$ cat src/rtl/erase_seq_pkg.sv
// Shared constants and types for the block-erase command sequencer.
// Assumes byte-wide write data and a 16-bit compared address field.
package erase_seq_pkg;
    localparam int MATCH_W = 16;
    localparam int DATA_W  = 8;

    localparam logic [MATCH_W-1:0] LO_ADDR_A = 16'h5555;
    localparam logic [MATCH_W-1:0] LO_ADDR_B = 16'h2AAA;

    localparam logic [DATA_W-1:0] D_UNLOCK_1 = 8'hAA;
    localparam logic [DATA_W-1:0] D_UNLOCK_2 = 8'h55;
    localparam logic [DATA_W-1:0] D_SETUP    = 8'h80;
    localparam logic [DATA_W-1:0] D_BLK_OP   = 8'h50;

    // Which write of the sequence is expected next.
    typedef enum logic [2:0] {
        ST_W1 = 3'd0,
        ST_W2 = 3'd1,
        ST_W3 = 3'd2,
        ST_W4 = 3'd3,
        ST_W5 = 3'd4,
        ST_W6 = 3'd5
    } seq_step_t;
endpackage

$ cat src/rtl/wr_match.sv
// Decodes one write into pattern hits: which fixed (address, data) pairs of
// the unlock sequence it matches. Only the low MATCH_W address bits are
// looked at; the caller passes nothing else. Purely combinational.
module wr_match
    import erase_seq_pkg::*;
(
    input  logic [MATCH_W-1:0] lo_addr,
    input  logic [DATA_W-1:0]  data,
    output logic               hit_a_aa,
    output logic               hit_b_55,
    output logic               hit_a_80,
    output logic               hit_op
);
    logic at_a;
    logic at_b;

    // Address comparators shared by all patterns.
    always_comb begin
        at_a = (lo_addr == LO_ADDR_A);
        at_b = (lo_addr == LO_ADDR_B);
    end

    // Address-and-data pattern hits.
    always_comb begin
        hit_a_aa = at_a && (data == D_UNLOCK_1);
        hit_b_55 = at_b && (data == D_UNLOCK_2);
        hit_a_80 = at_a && (data == D_SETUP);
        hit_op   = (data == D_BLK_OP);
    end
endmodule

$ cat src/rtl/step_fsm.sv
// Tracks progress through the six-write erase sequence. A mismatch restarts
// at write 1 (or write 2 if the bad write is itself a valid write 1). Busy
// clears progress and blocks writes. Raises 'fire' combinationally when the
// sixth write is accepted with an in-range block.
module step_fsm
    import erase_seq_pkg::*;
(
    input  logic      clk,
    input  logic      rst_n,
    input  logic      wr_en,
    input  logic      busy,
    input  logic      hit_a_aa,
    input  logic      hit_b_55,
    input  logic      hit_a_80,
    input  logic      hit_op,
    input  logic      blk_ok,
    output seq_step_t step,
    output logic      fire
);
    seq_step_t step_nx;
    logic      exp_hit;
    logic      take;

    // Select the pattern that the current step expects.
    always_comb begin
        unique case (step)
            ST_W1:   exp_hit = hit_a_aa;
            ST_W2:   exp_hit = hit_b_55;
            ST_W3:   exp_hit = hit_a_80;
            ST_W4:   exp_hit = hit_a_aa;
            ST_W5:   exp_hit = hit_b_55;
            default: exp_hit = hit_op;
        endcase
    end

    // Next-step decision and the final-write accept.
    always_comb begin
        take    = wr_en && !busy;
        fire    = take && (step == ST_W6) && hit_op && blk_ok;
        step_nx = step;
        if (busy) begin
            step_nx = ST_W1;
        end else if (wr_en) begin
            if (step == ST_W6 && hit_op) begin
                step_nx = ST_W1;
            end else if (exp_hit) begin
                step_nx = seq_step_t'(3'(step) + 3'd1);
            end else if (hit_a_aa) begin
                step_nx = ST_W2;
            end else begin
                step_nx = ST_W1;
            end
        end
    end

    // Step register.
    always_ff @(posedge clk) begin
        if (!rst_n) step <= ST_W1;
        else        step <= step_nx;
    end

    AST_BUSY_CLEARS: assert property (@(posedge clk) disable iff (!rst_n)
        busy |=> (step == ST_W1));
    AST_IDLE_HOLD: assert property (@(posedge clk) disable iff (!rst_n)
        (!wr_en && !busy) |=> $stable(step));
    AST_STEP_LEGAL: assert property (@(posedge clk) disable iff (!rst_n)
        (3'(step) <= 3'(ST_W6)));
endmodule

$ cat src/rtl/blk_capture.sv
// Checks the block index of the sixth write against the configured block
// count and registers the erase-start pulse with the latched index.
// Assumes 'fire' is high for at most one cycle per accepted sequence.
module blk_capture #(
    parameter int BLK_W      = 4,
    parameter int NUM_BLOCKS = 12
) (
    input  logic             clk,
    input  logic             rst_n,
    input  logic [BLK_W-1:0] idx,
    input  logic             fire,
    output logic             blk_ok,
    output logic             erase_start,
    output logic [BLK_W-1:0] erase_blk
);
    localparam int unsigned LIMIT = NUM_BLOCKS;

    // Range check of the candidate block index.
    always_comb blk_ok = (32'(idx) < LIMIT);

    // Pulse and index registers.
    always_ff @(posedge clk) begin
        if (!rst_n) begin
            erase_start <= 1'b0;
            erase_blk   <= '0;
        end else begin
            erase_start <= fire;
            if (fire) erase_blk <= idx;
        end
    end

    AST_START_IN_RANGE: assert property (@(posedge clk) disable iff (!rst_n)
        erase_start |-> (32'(erase_blk) < LIMIT));
    AST_ONE_CYCLE: assert property (@(posedge clk) disable iff (!rst_n)
        erase_start |=> !erase_start);
    AST_BLK_HELD: assert property (@(posedge clk) disable iff (!rst_n)
        erase_start |=> $stable(erase_blk));
endmodule

$ cat src/rtl/erase_cmd_seq.sv
// Block-erase command sequencer top. Takes clean single-cycle write strobes,
// recognises the six-write erase sequence on the low 16 address bits and
// data, and emits a one-cycle erase-start pulse with the block index taken
// from wr_addr[BLK_LSB +: BLK_W] of the sixth write.
module erase_cmd_seq
    import erase_seq_pkg::*;
#(
    parameter int ADDR_W     = 32,
    parameter int BLK_LSB    = 16,
    parameter int BLK_W      = 4,
    parameter int NUM_BLOCKS = 12
) (
    input  logic              clk,
    input  logic              rst_n,
    input  logic              wr_en,
    input  logic [ADDR_W-1:0] wr_addr,
    input  logic [7:0]        wr_data,
    input  logic              busy,
    output logic              erase_start,
    output logic [BLK_W-1:0]  erase_blk
);
    logic      hit_a_aa, hit_b_55, hit_a_80, hit_op;
    logic      blk_ok, fire;
    seq_step_t step;
    logic      unused_addr;

    // Remaining address bits are don't-care for this block.
    assign unused_addr = ^wr_addr;

    wr_match u_match (
        .lo_addr  (wr_addr[MATCH_W-1:0]),
        .data     (wr_data),
        .hit_a_aa (hit_a_aa),
        .hit_b_55 (hit_b_55),
        .hit_a_80 (hit_a_80),
        .hit_op   (hit_op)
    );

    step_fsm u_fsm (
        .clk      (clk),
        .rst_n    (rst_n),
        .wr_en    (wr_en),
        .busy     (busy),
        .hit_a_aa (hit_a_aa),
        .hit_b_55 (hit_b_55),
        .hit_a_80 (hit_a_80),
        .hit_op   (hit_op),
        .blk_ok   (blk_ok),
        .step     (step),
        .fire     (fire)
    );

    blk_capture #(
        .BLK_W      (BLK_W),
        .NUM_BLOCKS (NUM_BLOCKS)
    ) u_cap (
        .clk         (clk),
        .rst_n       (rst_n),
        .idx         (wr_addr[BLK_LSB +: BLK_W]),
        .fire        (fire),
        .blk_ok      (blk_ok),
        .erase_start (erase_start),
        .erase_blk   (erase_blk)
    );

    AST_BUSY_NO_START: assert property (@(posedge clk) disable iff (!rst_n)
        busy |=> !erase_start);
    AST_START_AFTER_WR: assert property (@(posedge clk) disable iff (!rst_n)
        erase_start |-> $past(wr_en && !busy));
endmodule

$ cat config.mk
export PLATFORM = sky130hd
export DESIGN_NAME = erase_cmd_seq
export DESIGN_NICKNAME = d
export VERILOG_FILES = /design/src/rtl/erase_seq_pkg.sv /design/src/rtl/wr_match.sv /design/src/rtl/step_fsm.sv /design/src/rtl/blk_capture.sv /design/src/rtl/erase_cmd_seq.sv
export SDC_FILE = /design/constraint.sdc
export NUM_CORES = 1
export LEC_CHECK = 0
export ABC_AREA = 0
export ABC_CLOCK_PERIOD_IN_PS = 4630
export BUFFER_PORTS_ARGS = -buffer_cell sky130_fd_sc_hd__buf_2
export CELL_PAD_IN_SITES_DETAIL_PLACEMENT = 2
export CELL_PAD_IN_SITES_GLOBAL_PLACEMENT = 2
export CORE_MARGIN = 2
export CORE_UTILIZATION = 22
export DETAILED_ROUTE_END_ITERATION = 16
export PLACE_DENSITY = 0.85
export SYNTH_ARGS = -nofsm -noshare
export SYNTH_HDL_FRONTEND = slang
export SYNTH_SLANG_ARGS = --single-unit
export TNS_END_PERCENT = 10
$ cat constraint.sdc
create_clock -name clk -period 4.63 [get_ports clk]
set_input_delay 0.2315 -clock clk [delete_from_list [all_inputs] [get_ports clk]]
set_output_delay 0.2315 -clock clk [all_outputs]
set_load 0.03 [all_outputs]
Yosys cells after proc, flatten, opt, wreduce, memory -nomap -nowiden. Cells that the tools add are included.

Bits in writable memories: 0. Input bits: 44. Register bits after elaboration: 8. Latch bits: 0. Memories kept: 0. Memory bits (read-only): 0.

Shifts and indexed selects: 0. Div/mod/pow operators: 0. Magnitude comparators: 1. Bitwise logic cells: 1. Add/subtract/negate cells: 1. Muxes and demuxes: 4. Equal/unequal tests: 11. $mul: 0. Reduce and logical (&&, ||, !) cells: 13.

Operators with widths (number): equality test 16 x 14 -> 1 bit, second input constant (1); equality test 16 x 15 -> 1 bit, second input constant (1); equality test 8 x 7 -> 1 bit, second input constant (2); equality test 8 bit, second input constant (2); logical AND 1 bit (8); equality test 3 x 2 -> 1 bit, second input constant (2); equality test 3 bit, second input constant (2); 2-to-1 mux 3 bit (2); OR reduction 2 bit (3); less-than comparator 4 bit, second input constant (1); adder 3 x 1 -> 3 bit, second input constant (1); equality test 3 x 1 -> 1 bit, second input constant (1); logical NOT 3 bit (1); case mux 1 bit (3 select lines) (1); logical NOT 1 bit (1); 2-to-1 mux 1 bit (1); NOT 1 bit (1).

Longest topological paths before layout. Gate-level depths: netlist of run 1.

Depth in word-level cells: 5. Gate-level depth with buffers: 8. Depth with buffers taken out: 8.

Cells and area by module. Synthesis of run 1 repeated with hierarchy kept, for this count alone.

Cells, all modules: 76. Area, all modules: 684.4 um^2.

By module, submodules not included: step_fsm (area each 302.8 um^2, instances 1, cells an instance 37); wr_match (area each 193.9 um^2, instances 1, cells an instance 23); blk_capture (area each 187.7 um^2, instances 1, cells an instance 16).

Least setup slack after synthesis of run 1. OpenSTA, ideal clock, no wires.

Kind: flip-flop to flip-flop. Start: register u_fsm.step[0]. End: register u_fsm.step[0]. Required time: 4.508 ns. Setup slack: 2.827 ns. Setup time: 0.122 ns. Clock period less this slack: 1.803 ns. Arrival: 1.682 ns. Stages on the path, launching flop included: 9. Buffers on the path: 0. Cell sequence: dfxtp_1 -> inv_1 -> ha_1 -> nor2b_1 -> o211ai_1 -> nor2_1 -> o221ai_1 -> o21ai_1 -> a221o_1.

Cells in the longest elaborated chain, start to end: 5. Elaborated cells on any way between the ends: 13. Classes of those cells: add/sub: 1; eq/ne: 5; mux: 3; reduce/logical: 4.

Ends and longest elaborated chain: start, declared (line step_fsm.sv:17) `output seq_step_t step,`; start signal, assigned (line step_fsm.sv:59) `else step <= step_nx;`; equality test 3 x 1 -> 1 bit (tied with other cells) (line step_fsm.sv:26) `unique case (step)`; OR reduction 2 bit (no source line); case mux 1 bit (3 select lines) (line step_fsm.sv:26); 2-to-1 mux 3 bit (line step_fsm.sv:46) `end else if (exp_hit) begin`; 2-to-1 mux 3 bit * (line step_fsm.sv:44) `if (step == ST_W6 && hit_op) begin`.

Every way passes the cells marked *; elsewhere a longest branch is shown, timed or not. A chain may end at the register's enable or synchronous reset.

Final worst setup path of run 1. Ends and elaborated chain as after synthesis.

==> run_results.csv, run 1 <==
group,metric,value,unit
yosys,avgSynthCellArea,9.35,sq um
pwr,peakVddDrop,0.0322,mV
route,via_per_inst,5.13,
yosys,yosysTopAreaCell,"dfxtp_1",
global_routing,grt_max_degree,9,
worst_setup_path,worstSetupPathType,"flip-flop to flip-flop",
sta,slew_headroom,64.7,%
yosys,yosysSeqAreaShare,23.8,%
yosys,syn-instance-count,72,
yosys,synth.area.top_cells,"dfxtp_1, ha_1, mux2i_1, nor2b_1, nor4bb_1",
sta,post-route-period-util,46.9,%
sta,min_period,2.17,ns
placed_design,place_congestion,0.794,
route,drt_iter0_markers,6,
global_routing,grtUsageTotal,13.1,%
yosys,syn_nets,121,
final_layout,area_growth,34.6,%
global_routing,grt_pass1_vias,834,
cts,cts.repair.resized,0,
final_layout,final_nets,161,
cts,postCtsSetupBuffers,0,
sta,clock_skew,0.00912,ns
pwr,power,152,uW
worst_setup_path,endpoint_kind,"flip-flop",
worst_setup_path,path_max_fanout,7,
cts,cts_made_buffers,3,
cts,htreeDepth,1,
global_routing,grt_pass1_wl,3490,microns
worst_setup_path,critical_path_required,4.76,ns
final_layout,layout-drive-gt1-share,41.8,%
sta,setup_viol,0,
yosys,synth_top_area_share,23.8,%
pwr,p_leak,0.390,nW
sta,final.setup.tns,0,ns
final_layout,diodes,0,
route,dr_total_vias,734,
die,fp.coreArea,0.00298,sq mm
final_layout,final_cell_mix,"buf_2, dfxtp_1, nor2_1",
route,detail-route-antenna-nets,0,
die,die-width,59.3,microns
die,ios,49,
placed_design,io_buffers,36,
cts,cts_hold_buf,0,
sta,setup_ws,2.46,ns
placed_design,dp_worst_setup_slack,2.47,ns
cts,cts.sinks,8,
die,start_util,22.6,%
yosys,ys_ff_latch,8,
yosys,synth-edff-count,0,
die,num_rows,20,
cts,cts.clk_slew.worst_paths,0.06,ns
route,routed_wl,2110,microns
cts,ctsLongestPathBuffers,2,
status,status,"complete, no violations",
sta,hold_viol,0,
yosys,async_reset_ff_share,0,%
global_routing,antenna_found_initial,0,
yosys,syn_area,673,sq um
global_routing,grt_remaining_overflow,0,
hold_path,hp-class,"input port to flip-flop",
placed_design,dpl.hpwl,1800,microns
die,die_y,59.3,microns
sta,final_max_slew_viol_count,0,
worst_setup_path,start_kind,"flip-flop",
pwr,p_per_area,168,mW/mm^2
route,wire_per_inst,14.7,microns
route,remaining_drc_errors,0,
cts,cts_tree,"done",
yosys,yosysWarnings,0,
route,drtPass1Iterations,2,
yosys,ys.flop_type,"dfxtp_1",
cts,clock_latency,0.26,ns
worst_setup_path,cp.arrival,2.31,ns
sta,worst_pin_slew,0.530,ns
sta,rsz0062_at_grt,"no",
final_layout,layout_commonest_cell,"buf_2",
cts,cts_root_buf,"clkbuf_4",
job,drv_cap,0,
yosys,yosysUniqueCellTypes,32,
sta,fmax,460,MHz
die,die_area,0.00352,sq mm
==> routing by layer <==
metal / track usage, % / wire [microns]
met1: 13.2 / 767
met2: 25.7 / 1170
met3: 1.53 / 144
met4: 6.49 / 20
met5: 0 / 0
==> power breakdown <==
part           total [mW]   switching, mW  internal [mW]
clock network      0.0558          0.0260         0.0298
logic              0.0274          0.0131         0.0143
registers          0.0688  0.000000000429         0.0688
total               0.152          0.0390          0.113
==> cell families after synthesis <==
logic type	after synthesis	share of synthesized area (%)
flops	8	23.8
buf+inv	6	4.46
simple gates	38	40.2
mux	5	7.62
fa+ha+maj	5	9.29
compound gates	10	14.7
==> cells in the mapped netlist, drive strengths merged, types with 2 or more instances <==
cell	instances
nor2b	5
inv	5
o211ai	2
nor4bb	3
nand2	4
nor2	7
mux2i	4
nor4	2
a22o	2
ha	5
dfxtp	8
and2	3
nor4b	3
nand4	4
==> critical path, stage by stage (launching register included) <==
cell	delay (ns)
dfxtp_1	0.45
inv_1	0.12
ha_1	0.23
nor2b_1	0.13
o211ai_1	0.21
nor2_1	0.07
o221ai_1	0.26
o21ai_1	0.19
a221o_1	0.39
==> state kept, by name (all words and copies together) (netlist names) <==
| signal | cells |
|---|---|
| u_cap.erase_blk | 4 |
| u_fsm.step | 3 |
| u_cap.erase_start | 1 |
==> cell type report <==
cell class                 count  area, sq um
multi-input combinational     58          483
tap                           33         41.3
timing repair buffer          36          180
inverter                       5         18.8
clock buffer                   3         22.5
fill                         337         2070
sequential                     8          160
==> metrics by stage <==
| step | hold slack (ns) | cell area [sq um] | cells | util, % |
|---|---|---|---|---|
| finish | 0.245 | 906 | 143 | 30.4 |
| global route | 0.278 | 906 | 143 | 30.4 |
| CTS | 0.240 | 906 | 143 | 30.4 |
| detailed placement | 0.519 | 883 | 140 | 29.7 |
| global placement | 0.493 | 883 | 140 | 29.7 |
| floorplan | 0.360 | 673 | 72 | - |
==> path summary, 6_finish.rpt <==
path              cells past startpoint                 end               start  slack [ns]
setup / recovery                      8       u_fsm.step[0]       u_fsm.step[0]        2.46
hold / removal                        3  u_cap.erase_blk[1]         wr_addr[17]        0.24
setup reg to reg                      8       u_fsm.step[0]       u_fsm.step[0]        2.46
hold reg to reg                       2  u_cap.erase_blk[1]  u_cap.erase_blk[1]        0.52
Note: power is estimated with default switching activity, not from simulation.
==> run 2: changes to the inputs <==
- ABC_AREA: 0 -> 1
- ABC_CLOCK_PERIOD_IN_PS: 4630 -> 1800
- CORE_UTILIZATION: 22 -> 17
- PLACE_DENSITY: 0.85 -> 0.77
- clock period: 4.63 -> 1.8 ns (I/O delays scaled with it)
==> run 2 against run 1 <==
Against the previous run: critical endpoint unchanged; die area rose by 48%; critical path depth rose by 1; critical path type unchanged; synthesized area rose by 17%; sequential power rose to 2.6 times the previous value.
==> run_results.csv, run 2 <==
group,metric,value,unit
status,status,"complete, no violations",
final_layout,nFillCells,564,
placed_design,dpl.hpwl,2210,microns
cts,clock_latency,0.23,ns
final_layout,layout-drive-gt1-share,30.2,%
placed_design,place_area,0.00103,sq mm
die,fp.coreArea,0.00441,sq mm
cts,cts_root_buf,"clkbuf_8",
yosys,synth_fa_ha_area_share,7.92,%
pwr,peakVddDrop,0.190,mV
pwr,power,475,uW
sta,hold_viol,0,
final_layout,final_util,24.6,%
yosys,async_reset_ff_share,0,%
route,detail-route-antenna-nets,0,
sta,setup_viol,0,
worst_setup_path,path_max_fanout,6,
route,routed_wl,2480,microns
worst_setup_path,endpoint_kind,"flip-flop",
placed_design,io_buffers,36,
cts,htreeDepth,1,
sta,final_max_slew_viol_count,0,
worst_setup_path,start_kind,"flip-flop",
final_layout,multi_input_area,515,sq um
yosys,yosysWarnings,0,
route,wire_per_inst,10.7,microns
cts,cts_tree,"done",
cts,cts_hold_buf,0,
yosys,avgSynthCellArea,5.64,sq um
final_layout,layoutNonFillerInstCount,231,
global_routing,antenna_found_initial,0,
global_routing,grt_max_degree,10,
placed_design,place_congestion,0.684,
sta,post-route-period-util,88.1,%
sta,rsz0062_at_grt,"no",
final_layout,final_cell_mix,"nand2_1, buf_2, inv_1",
route,via_per_inst,4.10,
sta,slew_headroom,60.3,%
route,dr_total_vias,947,
die,die_y,72.2,microns
die,die_area,0.00521,sq mm
worst_setup_path,cp.arrival,1.69,ns
yosys,synth_compound_area_share,9.83,%
sta,worst_pin_slew,0.596,ns
final_layout,final_nets,230,
job,drv_cap,0,
final_layout,reg_top3,"u_cap.erase_blk: 4 flops, u_fsm.step: 3 flops, u_cap.erase_start: 1 flops",
route,drt_iter0_markers,16,
die,start_util,17.9,%
final_layout,seq_area,161,sq um
placed_design,dpl.cell_count,228,
yosys,yosysTopAreaCell,"dfxtp_1",
yosys,synthMuxAreaShare,0,%
pwr,p_per_area,437,mW/mm^2
die,num_rows,24,
yosys,synth_xor_area_share,0,%
pwr,p_leak,0.596,nW
sta,final.setup.tns,0,ns
final_layout,top_register,"u_cap.erase_blk",
die,ios,49,
yosys,ys.flop_type,"dfxtp_1",
global_routing,grt_pass1_vias,1054,
yosys,syn-instance-count,140,
cts,cts.sinks,8,
die,die-width,72.2,microns
yosys,yosysUniqueCellTypes,15,
sta,fmax,631,MHz
hold_path,hp-class,"input port to flip-flop",
cts,cts.clk_slew.worst_paths,0.04,ns
global_routing,grt_remaining_overflow,0,
yosys,synth_most_common_cell,"nand2_1",
yosys,synth_top_area_share,20.3,%
yosys,yosysSeqAreaShare,20.3,%
final_layout,fin_area,0.00109,sq mm
cts,ctsLongestPathBuffers,2,
worst_setup_path,worstSetupPathType,"flip-flop to flip-flop",
final_layout,layout_commonest_cell,"nand2_1",
final_layout,area_growth,37.7,%
sta,clock_skew,0.00132,ns
global_routing,grt_pass1_wl,4440,microns
yosys,ys_top_cells_by_count,"nand2_1, inv_1, nor2_1",
final_layout,largest_reg_flops,4,
yosys,synth-edff-count,0,
global_routing,grtUsageTotal,10.7,%
yosys,syn_area,790,sq um
route,drtPass1Iterations,3,
yosys,synth.area.top_cells,"dfxtp_1, nand2_1, inv_1, nor2_1, ha_1",
worst_setup_path,critical_path_required,1.91,ns
yosys,synth_top_family_by_area,"simple AND/OR/NAND/NOR gates",
cts,cts_made_buffers,3,
yosys,ys_ff_latch,8,
final_layout,diodes,0,
yosys,synth_simple_gate_area_share,45.8,%
route,remaining_drc_errors,0,
sta,min_period,1.59,ns
yosys,syn_nets,189,
[run 2: cell families after synthesis]
logic type | after synthesis
flops | 8
buf+inv | 32
compound gates | 9
simple gates | 86
fa+ha+maj | 5
[run 2: layer usage]
metal	wire length, microns	vias up	global-route usage [%]
li1	-	498	-
met1	1050	432	12.0
met2	1320	15	20.5
met3	85	2	2.22
met4	16	0	2.52
met5	0	-	0
[run 2: report_power, final]
part           switching (mW)  internal (mW)  leakage, nW  total [mW]
Sequential      0.00000000214          0.178       0.0649       0.178
Clock                  0.0679          0.145       0.0216       0.212
Combinational          0.0467         0.0376        0.509      0.0843
Total                   0.115          0.360        0.596       0.475
[run 2: timing repair]
| action | in CTS | in global routing |
|---|---|---|
| endpoints found under the setup margin | 0 | 3 |
| hold endpoints to repair | 0 | 0 |
| gates resized for setup | 0 | 7 |
| setup buffers | 0 | 0 |
[run 2: cell type report]
type / instances / area share (%)
Tap cell: 52 / 5.98
Sequential cell: 8 / 14.8
Inverter: 31 / 10.7
Clock buffer: 3 / 3.80
Multi-Input combinational cell: 100 / 47.4
Timing Repair Buffer: 37 / 17.3
[run 2: final timing paths]
| kind | end | slack (ns) | startpoint | cells after the start |
|---|---|---|---|---|
| setup / recovery | u_fsm.step[0] | 0.21 | u_fsm.step[2] | 9 |
| hold / removal | u_cap.erase_blk[0] | 0.14 | wr_addr[16] | 3 |
| setup reg to reg | u_fsm.step[0] | 0.21 | u_fsm.step[2] | 9 |
| hold reg to reg | u_cap.erase_blk[0] | 0.46 | u_cap.erase_blk[0] | 2 |
[run 2: critical path: stages (launching register included)]
cell	delay (ns)
dfxtp_1	0.49
inv_2	0.09
ha_1	0.21
a21o_1	0.16
nand3_1	0.08
nand3_1	0.10
nand2_1	0.11
nand2_1	0.06
nand3_1	0.08
a21oi_1	0.08
[run 2: metrics by stage]
step | hold WS [ns] | setup slack [ns]
after CTS | 0.138 | 0.0192
after global placement | 0.373 | 0.112
after floorplan | 0.258 | 0.343
after global routing | 0.151 | 0.0351
final | 0.141 | 0.214
after detailed placement | 0.379 | 0.0334
==> run 3: changes to the inputs <==
==> constraint.sdc (replaced) <==
create_clock -name clk -period 1.8 [get_ports clk]
set_input_delay 0.18 -clock clk [delete_from_list [all_inputs] [get_ports clk]]
set_output_delay 0.18 -clock clk [all_outputs]
set_load 0.03 [all_outputs]
==> run 3 against run 2 <==
Against the previous run: sequential share of layout area rose by 0.059 points; fmax is 1.8% higher; routed wire length decreased by 5.7%; largest power group unchanged; combinational power down 1%; utilization up 0.28 points; global-route usage shrank 0.86 points; non-clock buffer count rose by 1; sequential cell count did not move; clock skew rose by 0.0013 ns; highest routed layer unchanged; total power down 0.48%.
==> run_results.csv, run 3 (synthesis results as in run 2) <==
group,metric,value,unit
sta,min_period,1.56,ns
sta,hold_ws,0.230,ns
worst_setup_path,start_kind,"flip-flop",
sta,hold_viol,0,
sta,setup_viol,0,
worst_setup_path,cp_slowest_stage_delay,0.37,ns
worst_setup_path,cpMostUsedCell,"nor2_1",
global_routing,grt_pass1_vias,1033,
worst_setup_path,crit_family,"simple AND/OR/NAND/NOR gates",
hold_path,hp-class,"input port to flip-flop",
cts,cts_made_buffers,3,
final_layout,final_cell_mix,"nand2_1, buf_2, inv_1",
die,fp.coreArea,0.00441,sq mm
pwr,p_per_area,430,mW/mm^2
worst_setup_path,cp.depth,11,
cts,cts.sinks,8,
route,wire_per_inst,10.1,microns
placed_design,dpl.cell_count,229,
final_layout,final_util,24.9,%
route,routed_wl,2340,microns
die,ios,49,
route,via_per_inst,3.99,
route,drt_iter0_markers,10,
worst_setup_path,endpoint_kind,"flip-flop",
global_routing,met3_usage,2.36,%
hold_path,hold_depth,3,
placed_design,io_buffers,36,
final_layout,layout-drive-gt1-share,31.1,%
pwr,power,473,uW
pwr,p_leak,0.598,nW
cts,htreeDepth,1,
placed_design,dpl.hpwl,2110,microns
route,drtPass1Iterations,2,
sta,post-route-period-util,86.6,%
global_routing,grtUsageTotal,9.85,%
final_layout,nFillCells,550,
worst_setup_path,path_cells,"inv_2, ha_2, nor2_1, nor2_1, a21oi_2, nor2_1, nand3_1, nand2_1, nor2_2, nand2_1, a21oi_1",
pwr,peakVddDrop,0.194,mV
final_layout,multi_input_area,518,sq um
worst_setup_path,path_max_fanout,5,
status,status,"complete, no violations",
final_layout,layout_commonest_cell,"nand2_1",
route,remaining_drc_errors,0,
cts,ctsLongestPathBuffers,2,
global_routing,grt_util_met2,17.7,%
sta,slew_headroom,77.7,%
worst_setup_path,cp_num_buf_inv,1,
global_routing,grt_remaining_overflow,0,
sta,final.setup.tns,0,ns
worst_setup_path,cp.arrival,1.71,ns
worst_setup_path,ff2ff_path_depth,11,
final_layout,layoutNonFillerInstCount,232,
sta,worst_pin_slew,0.332,ns
job,drv_cap,0,
global_routing,use_met1,11.9,%
worst_setup_path,worstSetupPathType,"flip-flop to flip-flop",
cts,cts_hold_buf,0,
die,start_util,17.9,%
final_layout,reg_top3,"u_cap.erase_blk: 4 flops, u_fsm.step: 3 flops, u_cap.erase_start: 1 flops",
global_routing,grt_pass1_wl,4170,microns
final_layout,area_growth,39.3,%
die,num_rows,24,
cts,clock_latency,0.23,ns
global_routing,grt.busiest_layer,"met2",
final_layout,top_register,"u_cap.erase_blk",
worst_setup_path,critical-path-slowest-cell,"dfxtp_4",
sta,clock_skew,0.00260,ns
placed_design,place_congestion,0.687,
final_layout,final_nets,231,
die,die_area,0.00521,sq mm
global_routing,grt_max_degree,10,
final_layout,seq_area,164,sq um
sta,final_max_slew_viol_count,0,
sta,fmax,642,MHz
final_layout,largest_reg_flops,4,
route,dr_total_vias,926,
die,die-width,72.2,microns
sta,rsz0062_at_grt,"no",
die,die_y,72.2,microns
final_layout,diodes,0,
route,detail-route-antenna-nets,0,
global_routing,antenna_found_initial,0,
worst_setup_path,critical_path_required,1.96,ns
cts,cts.clk_slew.worst_paths,0.04,ns
cts,cts_tree,"done",
cts,cts_root_buf,"clkbuf_8",
[run 3: cell types whose count changed in the layout (fill, tap and decap cells not counted)]
cell     change
dfxtp_4      +1
ha_1         -1
ha_2         +1
buf_4        +1
dfxtp_2      -1
[run 3: metal layers]
metal	vias up	wire, microns
met1	411	1070
met5	-	0
met3	2	88
met4	0	16
met2	15	1160
li1	498	-
[run 3: repair_timing]
item / CTS / global route
setup buffers: 0 / 0
setup endpoints to repair: 0 / 3
resized for setup: 0 / 9
[run 3: final cells by class]
type                    instances  area share, %
inverters                      31           10.6
repair buffers                 38           17.7
multi-input cells             100           47.1
flip-flops and latches          8           14.9
clock buffers                   3           3.75
well taps                      52           5.92
[run 3: stage by stage]
| step | setup slack (ns) | instance area [sq um] |
|---|---|---|
| after floorplan | 0.343 | 790 |
| after global placement | 0.109 | 1040 |
| after detailed placement | 0.0434 | 1040 |
| after CTS | 0.0377 | 1080 |
| after global routing | 0.0353 | 1100 |
| final | 0.242 | 1100 |
[run 3: path summary, 6_finish.rpt]
path,startpoint,end,slack [ns]
worst max-delay path,u_fsm.step[0],u_fsm.step[1],0.24
worst min register to register,u_cap.erase_blk[0],u_cap.erase_blk[0],0.47
worst max register to register,u_fsm.step[0],u_fsm.step[1],0.24
worst min-delay path,wr_addr[16],u_cap.erase_blk[0],0.23
[run 3: tightest hold or removal path, cell delays in order]
cell and delay [ns]:
buf_2 0.07, nor2_1 0.04, a211oi_2 0.12
[run 3: power breakdown]
part / switching (mW) / internal, mW / total [mW]
Sequential: 0.00000000212 / 0.177 / 0.177
Combinational: 0.0454 / 0.0376 / 0.0831
Clock: 0.0683 / 0.145 / 0.213
Total: 0.114 / 0.359 / 0.473
